==> src/rtl/irq_pkg.sv <==
package irq_pkg;
  localparam int unsigned IRQ_SRCS   = 8;
  localparam int unsigned PRIO_W     = 3;
  localparam int unsigned BUS_W      = 16;
  localparam int unsigned ADDR_W     = 8;
  localparam int unsigned LVL_W      = 4;
  localparam int unsigned BASE_LVL   = 8;
  localparam int unsigned FIELDS_PER = IRQ_SRCS / 2;
  localparam int unsigned WORD_W     = ADDR_W - 2;

  // word index = byte offset / 4
  localparam logic [WORD_W-1:0] PEND_WORD  = WORD_W'(8'h00 >> 2);
  localparam logic [WORD_W-1:0] MASK_WORD  = WORD_W'(8'h40 >> 2);
  localparam logic [WORD_W-1:0] PRIO0_WORD = WORD_W'(8'h80 >> 2);
  localparam logic [WORD_W-1:0] PRIO1_WORD = WORD_W'(8'hC0 >> 2);

  typedef logic [PRIO_W-1:0] prio_t;
endpackage

==> src/rtl/irq_req_capture.sv <==
module irq_req_capture #(
  parameter int unsigned N = irq_pkg::IRQ_SRCS
) (
  input  logic         clk_i,
  input  logic         rst_ni,
  input  logic [N-1:0] req_i,
  output logic [N-1:0] pend_o
);
  // Level-following pending state, indexed by line (bit k = line 8+k)
  always_ff @(posedge clk_i) begin
    if (!rst_ni) pend_o <= '0;
    else         pend_o <= req_i;
  end
endmodule

==> src/rtl/irq_cfg_regs.sv <==
module irq_cfg_regs
  import irq_pkg::*;
#(
  parameter int unsigned N = IRQ_SRCS
) (
  input  logic              clk_i,
  input  logic              rst_ni,
  input  logic              wr_en_i,
  input  logic [ADDR_W-1:0] addr_i,
  input  logic [BUS_W-1:0]  wr_data_i,
  input  logic [N-1:0]      pend_i,
  output logic [BUS_W-1:0]  rd_data_o,
  output logic [N-1:0]      mask_o,
  output prio_t             prio_o [N]
);
  localparam int unsigned HALF = N / 2;

  logic [WORD_W-1:0] word;
  logic [N-1:0]      pend_view;
  logic [N-1:0]      mask_view;
  logic [N-1:0]      wr_mask_line;
  logic [BUS_W-1:0]  prio0_view;
  logic [BUS_W-1:0]  prio1_view;

  assign word = addr_i[ADDR_W-1:2];

  // register view puts line 8+k at bit N-1-k
  for (genvar k = 0; k < N; k++) begin : g_rev
    assign pend_view[N-1-k]    = pend_i[k];
    assign mask_view[N-1-k]    = mask_o[k];
    assign wr_mask_line[k]     = wr_data_i[N-1-k];
  end

  always_ff @(posedge clk_i) begin
    if (!rst_ni) mask_o <= '1;
    else if (wr_en_i && word == MASK_WORD) mask_o <= wr_mask_line;
  end

  for (genvar k = 0; k < N; k++) begin : g_prio
    localparam int unsigned FLD = k % HALF;
    localparam logic [WORD_W-1:0] SEL = (k >= HALF) ? PRIO0_WORD : PRIO1_WORD;
    always_ff @(posedge clk_i) begin
      if (!rst_ni) prio_o[k] <= '0;
      else if (wr_en_i && word == SEL) prio_o[k] <= wr_data_i[FLD*PRIO_W +: PRIO_W];
    end
  end

  always_comb begin
    prio0_view = '0;
    prio1_view = '0;
    for (int f = 0; f < int'(HALF); f++) begin
      prio0_view[f*PRIO_W +: PRIO_W] = prio_o[HALF + f];
      prio1_view[f*PRIO_W +: PRIO_W] = prio_o[f];
    end
  end

  always_comb begin
    unique case (word)
      PEND_WORD:  rd_data_o = BUS_W'(pend_view);
      MASK_WORD:  rd_data_o = BUS_W'(mask_view);
      PRIO0_WORD: rd_data_o = prio0_view;
      PRIO1_WORD: rd_data_o = prio1_view;
      default:    rd_data_o = '0;
    endcase
  end
endmodule

==> src/rtl/irq_level_resolver.sv <==
module irq_level_resolver
  import irq_pkg::*;
#(
  parameter int unsigned N = IRQ_SRCS
) (
  input  logic [N-1:0]     active_i,
  input  prio_t            prio_i [N],
  output logic             irq_o,
  output logic [LVL_W-1:0] level_o
);
  // Running maximum carried through a chain of compare stages
  logic  found [N+1];
  prio_t best  [N+1];

  assign found[0] = 1'b0;
  assign best[0]  = '0;

  for (genvar k = 0; k < N; k++) begin : g_stage
    logic take;
    assign take        = active_i[k] && (!found[k] || prio_i[k] >= best[k]);
    assign found[k+1]  = found[k] | active_i[k];
    assign best[k+1]   = take ? prio_i[k] : best[k];
  end

  assign irq_o   = found[N];
  assign level_o = found[N] ? (LVL_W'(BASE_LVL) + LVL_W'(best[N])) : '0;
endmodule

==> src/rtl/irq_prio_ctrl.sv <==
module irq_prio_ctrl
  import irq_pkg::*;
#(
  parameter int unsigned N = IRQ_SRCS
) (
  input  logic              clk_i,
  input  logic              rst_ni,
  input  logic [N-1:0]      req_i,
  input  logic              wr_en_i,
  input  logic [ADDR_W-1:0] addr_i,
  input  logic [BUS_W-1:0]  wr_data_i,
  output logic [BUS_W-1:0]  rd_data_o,
  output logic              irq_o,
  output logic [LVL_W-1:0]  irq_level_o
);
  logic [N-1:0] pend_line;
  logic [N-1:0] mask_line;
  logic [N-1:0] active;
  prio_t        prio_line [N];

  irq_req_capture #(.N(N)) u_cap (
    .clk_i  (clk_i),
    .rst_ni (rst_ni),
    .req_i  (req_i),
    .pend_o (pend_line)
  );

  irq_cfg_regs #(.N(N)) u_regs (
    .clk_i     (clk_i),
    .rst_ni    (rst_ni),
    .wr_en_i   (wr_en_i),
    .addr_i    (addr_i),
    .wr_data_i (wr_data_i),
    .pend_i    (pend_line),
    .rd_data_o (rd_data_o),
    .mask_o    (mask_line),
    .prio_o    (prio_line)
  );

  assign active = pend_line & ~mask_line;

  irq_level_resolver #(.N(N)) u_res (
    .active_i (active),
    .prio_i   (prio_line),
    .irq_o    (irq_o),
    .level_o  (irq_level_o)
  );
endmodule

==> config.mk <==
export PLATFORM = sky130hd
export DESIGN_NAME = irq_prio_ctrl
export DESIGN_NICKNAME = d
export VERILOG_FILES = /design/src/rtl/irq_pkg.sv /design/src/rtl/irq_req_capture.sv /design/src/rtl/irq_cfg_regs.sv /design/src/rtl/irq_level_resolver.sv /design/src/rtl/irq_prio_ctrl.sv
export SDC_FILE = /design/constraint.sdc
export NUM_CORES = 1
export LEC_CHECK = 0
export CAP_MARGIN = 20
export CELL_PAD_IN_SITES_DETAIL_PLACEMENT = 1
export CELL_PAD_IN_SITES_GLOBAL_PLACEMENT = 2
export CORE_MARGIN = 3
export CORE_UTILIZATION = 34
export CTS_BUF_LIST = sky130_fd_sc_hd__clkbuf_8
export CTS_CLUSTER_DIAMETER = 60
export CTS_CLUSTER_SIZE = 40
export DETAILED_ROUTE_END_ITERATION = 6
export GPL_ROUTABILITY_DRIVEN = 0
export PLACE_DENSITY_LB_ADDON = 0.12
export SYNTH_ARGS = -nofsm -noshare
export SYNTH_HDL_FRONTEND = slang
export SYNTH_SLANG_ARGS = --single-unit
==> constraint.sdc <==
create_clock -name clk_i -period 32.6 [get_ports clk_i]
set_input_delay 9.78 -clock clk_i [delete_from_list [all_inputs] [get_ports clk_i]]
set_output_delay 9.78 -clock clk_i [all_outputs]
set_load 0.02 [all_outputs]
; ---- Yosys cells after proc, flatten, opt, wreduce, memory -nomap -nowiden
; Index checks and enable logic that the tools add are counted.
[word_totals]
register_bits = 40
inputBits = 35
out_inout_bits = 21
word_cells = 65
[classes]
add_sub_neg = 1
magnitude_cmp = 7
eq_ne = 3
mux = 10
bitwise_logic = 9
n_reduce_logical = 25
[ops]
columns = operator, n
row1 = 12-bit case mux with 4 select lines, 1
row2 = 3-bit 2-to-1 mux, 8
row3 = 3-bit >= comparator, 7
row4 = 6-bit equality test (second input constant), 2
row5 = 1-bit logical AND, 10
row6 = 8-bit AND, 1
row7 = 8-bit inverter, 1
row8 = 1-bit logical NOT, 7
row9 = 1-bit logical OR, 7
row10 = 1-bit bitwise OR, 7
row11 = 6-bit by 5-bit equality test with 1-bit output (second input constant), 1
row12 = 6-bit logical NOT, 1
row13 = 4-bit by 3-bit adder with 4-bit output (first input constant), 1
row14 = 4-bit 2-to-1 mux, 1

; ---- Longest topological paths before layout
[logic_depth]
word_depth = 33
depth_mapped = 52
ltp_nobuf = 51

; ---- By module
; From an unflattened synthesis, not the netlist that was laid out.
[unflattened]
cells_unflattened = 348
area_unflattened_um2 = 2925.3
[modules_own_cells]
columns = module, instances, cells_each, area_each_um2, seq_area_each_um2
row1 = irq_cfg_regs, 1, 176, 1594.0, 640.6
row2 = irq_level_resolver, 1, 148, 1011.0, 0.0
row3 = irq_req_capture, 1, 16, 210.2, 160.2
row4 = irq_prio_ctrl, 1, 8, 110.1, 0.0

; ---- Least setup slack after synthesis
; OpenSTA, ideal clock, no wires.
[synth_timing]
path_type = in2out
startpoint = input port addr_i[6]
endpoint = output port rd_data_o[0]
arrival_time_ps = 10992
required_ps = 22820
setup_slack_ps = 11828
stages = 4
path_buffers = 2
cell_sequence = clkbuf_1 clkbuf_1 mux4_2 nor2b_1
[synth_between]
elab_chain_len = 2
elab_cells_between_ends = 5
classes_between = eq/ne: 3 / mux: 1 / reduce/logical: 1
[synth_lines]
columns = item, line_no
row1 = from (decl), irq_prio_ctrl.sv:10  ; input logic [ADDR_W-1:0] addr_i,
row2 = 6-bit equality test (tied with other cells), irq_cfg_regs.sv:58  ; unique case (word)
row3 = 12-bit case mux with 4 select lines (*), irq_cfg_regs.sv:58
row4 = to (decl), irq_prio_ctrl.sv:12  ; output logic [BUS_W-1:0] rd_data_o,
; Every way passes the cells marked *; elsewhere a longest branch is shown, timed or not.

; ---- Worst setup path in the final report
[layout_timing]
startpoint = input port addr_i[6]
endpoint = output port rd_data_o[2]
; Same word-level chain as after synthesis.

==> results list <==
- Reg power frac: 0.481
- Final count of pins violating max slew: 0
- Cells on Worst Hold Path: 2
* Fillers: 936
* Static Leakage: 1.32 nW
- Switching power share of the total: 0.225
- Number of global-route vias before repair: 2,672
- For this configuration, the core starts out at a cell density of 0.359.
- In the finished design, the share of the clock period the worst path needs comes to 0.673.
- By instance count, the cell type seen most on the critical path is sky130_fd_sc_hd__clkdlybuf4s50_1.
* H-tree Lvls: 2
- Dominant synthesized flop cell: sky130_fd_sc_hd__dfxtp_1
- In this run the critical register-to-register path is launched from u_regs.prio_o[16].
- Die span in x: 97.4 um
- Summing every instance area after synthesis gives 0.00284 mm^2.
- Clock latency on the worst-skew pair: 0.29 ns
- First drt pass iteration count: 4
* Flop-to-flop setup slack: 31.71 ns
- On the worst path, the slowest cell contributes a delay of 1.06 ns.
- Cell count after synthesis: 333
- The slowest stage of the critical path belongs to the cell sky130_fd_sc_hd__clkdlybuf4s50_1.
* DIE HEIGHT: 97.4 um
- Layout cells sized above 1: 0.0989
* CTS sink count: 40
- Number of hold violations in the final report: 0
- The die covers 0.00949 mm^2.
* Synth area leader: sky130_fd_sc_hd__dfxtp_1
* Portion of the post-synthesis area used by sequential elements: 0.282
- Wire per inst: 17.9 um
* Floorplan Core Area: 0.00793 mm^2
- Largest net degree at the start of global routing: 36
- Power spent charging and discharging nets: 0.0234 mW
- Length in cells of the worst reg-to-reg path: 2
- In the routed design, unresolved DRC markers number 0.
* End point of the most critical hold path: u_regs.prio_o[15]
- The detail route stage leaves a number of antenna-violating nets equal to 0.
* Critical path class: in -> out
- Worst reg2reg path endpoint: u_regs.prio_o[16]
- The routed design could run at a clock period as short as 21.94 ns.
* Library cell used as clock root buffer: sky130_fd_sc_hd__clkbuf_8
- Vias/cell: 5.26
- Clock input transition at the sequential cells of the worst setup and hold paths: 0.08 ns
- Wires add up to 8.50 mm.
- The worst hold path begins at u_regs.prio_o[15].
- Post-Route Hold Slack: 0.485 ns
- Total via count after detailed routing: 2,504
- In this run the worst path has a maximum fanout of 15.
- Peak Freq: 0.0456 GHz
* Yosys top cell area share: 0.282
- At the pin with the least slew margin, the transition time is 0.996 ns.
* Required time of the worst setup path: 22.82 ns
* # resized after CTS: 0
- Run status: finished clean
* Post-Route Setup TNS: 0 ns
- In this run, synthesis produced a sequential element count of 40.
- The longest clock path from root to sink contains 2 buffers.
- Power spread over the standard cell area amounts to 29.8 mW/mm^2.
- I/O Pins: 56
* Logic gate share of total power: 0.099
- Mapped Avg Cell Area: 8.54 um^2
* Clock buffer count from CTS: 5
- Input and output buffers added on the ports amount to 45.
- CP Data Arrival Time: 12.16 ns
- Share of synthesized registers carrying an async set or reset: 0
- Endpoint type of the worst setup path: primary output
- Setup repair after global routing missed its margin: no
- Setup violations remaining at the end of the flow were counted as 0.
- The number of antenna violations at the first check in global routing came to 0.
- TritonCTS built the clock tree.
- The floorplan has 32 rows.
- Diode count: 0
- Counting flops with a built-in enable in the synthesized netlist gives 0.
- Area growth from synthesis to layout: 22.8%
- Type of element launching the critical path: input pin
- Largest clock skew in the final design: 0 ns
- Int Pwr: 0.0806 mW
- After the first detailed-routing iteration, the DRC count stood at 65.
- Total congestion overflow after global routing: 0
* Max-slew headroom: 0.333
- During synthesis, Yosys emitted a total of 0 warnings.
* Reported max-cap violation count: 0
- Walking the worst path, the cells encountered are clkdlybuf4s50_1, mux4_2, nor2b_1, clkdlybuf4s50_1.
* Post-detailed-placement half-perimeter wirelength: 6.72 mm
- The number of different library cells used by synthesis comes to 58.
* Number of buffers added to fix hold violations after cts: 0
- IR Drop Worst-Case VDD: 34.8 uV
* Postcts setup bufs: 0
- The first global-routing pass estimated 13.8 mm of wire.
- The share of total power dissipated in the clock network is 0.419.
* Tot GR Track Use: 0.181
* Layout net count: 421
- Cells taking the most area after synthesis: sky130_fd_sc_hd__dfxtp_1, sky130_fd_sc_hd__nand2_1, sky130_fd_sc_hd__nor2b_1
* Hold WC Path Type: reg -> reg
[registers in the layout, summed over array words and instances (netlist names)]
register / cells
u_cap.pend_o: 8
u_regs.mask_o: 8
u_regs.prio_o: 24
[Yosys cell counts (3+ instances only)]
cell                       count
sky130_fd_sc_hd__a21boi_0     12
sky130_fd_sc_hd__a21oi_1      10
sky130_fd_sc_hd__and2_1       12
sky130_fd_sc_hd__buf_4         5
sky130_fd_sc_hd__clkbuf_1     10
sky130_fd_sc_hd__dfxtp_1      40
sky130_fd_sc_hd__ha_1         13
sky130_fd_sc_hd__inv_1        16
sky130_fd_sc_hd__mux2_4        3
sky130_fd_sc_hd__mux2i_1      16
sky130_fd_sc_hd__mux4_2        7
sky130_fd_sc_hd__nand2_1      59
sky130_fd_sc_hd__nand2b_1     11
sky130_fd_sc_hd__nand3_1      10
sky130_fd_sc_hd__nand4_1       3
sky130_fd_sc_hd__nor2_1       16
sky130_fd_sc_hd__nor2b_1      27
sky130_fd_sc_hd__nor3_1        4
sky130_fd_sc_hd__o211ai_1      3
sky130_fd_sc_hd__o21ai_0       8
[routing by layer]
metal	GRT usage	vias to the layer above	routed length (um)
li1	-	1236	-
met3	0.0165	6	240
met2	0.318	41	4190
met1	0.243	1221	4020
met4	0.0362	0	56
met5	0	-	0
[worst max-delay path: cells and delay by family]
kind                   cells  cell delay [ns]
buffers and inverters      2             1.62
multiplexers               1             0.60
AND/OR/NAND/NOR            1             0.15
[layout by cell type, fill, tap and decap left out, types with 8 or more instances in the layout]
cell type | netlist | routed
sky130_fd_sc_hd__a21boi_0 | 12 | 12
sky130_fd_sc_hd__a21oi_1 | 10 | 10
sky130_fd_sc_hd__and2_1 | 12 | 12
sky130_fd_sc_hd__clkdlybuf4s50_1 | 0 | 45
sky130_fd_sc_hd__dfxtp_1 | 40 | 40
sky130_fd_sc_hd__ha_1 | 13 | 13
sky130_fd_sc_hd__inv_1 | 16 | 16
sky130_fd_sc_hd__mux2i_1 | 16 | 16
sky130_fd_sc_hd__nand2_1 | 59 | 59
sky130_fd_sc_hd__nand2b_1 | 11 | 11
sky130_fd_sc_hd__nand3_1 | 10 | 10
sky130_fd_sc_hd__nor2_1 | 16 | 16
sky130_fd_sc_hd__nor2b_1 | 27 | 27
sky130_fd_sc_hd__o21ai_0 | 8 | 8
[power by group through the flow]
| stage | Clock, mW | Sequential [mW] | Combinational [mW] |
|---|---|---|---|
| finish | 0.0436 | 0.0501 | 0.0103 |
| global route | 0.0466 | 0.0502 | 0.0111 |
| floorplan | 0 | 0.0510 | 0.00554 |
| CTS | 0.0449 | 0.0501 | 0.0105 |
| detailed placement | 0 | 0.0513 | 0.0105 |
| global placement | 0 | 0.0512 | 0.0103 |
[stage by stage]
stage	instances	total power, mW	worst slack [ns]	util	instance area, um^2
after global placement	467	0.0616	10.64	0.423	3350
after floorplan	336	0.0566	11.83	-	2850
after CTS	476	0.105	10.61	0.440	3490
final	476	0.104	10.66	0.440	3490
after global routing	476	0.108	10.13	0.440	3490
after detailed placement	468	0.0617	10.62	0.425	3370
[cells by family (layout without fill, tap and decap cells)]
| family | count (synthesis) | count (layout) | share of synthesized area |
|---|---|---|---|
| simple gates | 155 | 155 | 0.279 |
| compound gates | 62 | 62 | 0.185 |
| mux | 28 | 28 | 0.141 |
| fa+ha+maj | 13 | 13 | 0.0572 |
| other cells | 1 | 4 | 0.00132 |
| buf+inv | 34 | 72 | 0.0541 |
| flops | 40 | 40 | 0.282 |
[cell type report]
class | instances | area, um^2 | share of cell area
clock buffer | 6 | 82.6 | 0.0237
clock inverter | 2 | 38.8 | 0.0111
inverter | 16 | 60.1 | 0.0172
multi-input combinational | 262 | 1900 | 0.544
sequential | 40 | 801 | 0.229
tap | 102 | 128 | 0.0366
timing repair buffer | 48 | 480 | 0.138
[worst max path at each step]
stage | end | start
floorplan | rd_data_o[0] | addr_i[6]
global placement | rd_data_o[2] | addr_i[6]
detailed placement | rd_data_o[2] | addr_i[6]
CTS | rd_data_o[2] | addr_i[6]
global route | irq_level_o[1] | u_cap.pend_o[0]
finish | rd_data_o[2] | addr_i[6]
Power figures use the tool's default switching activity.
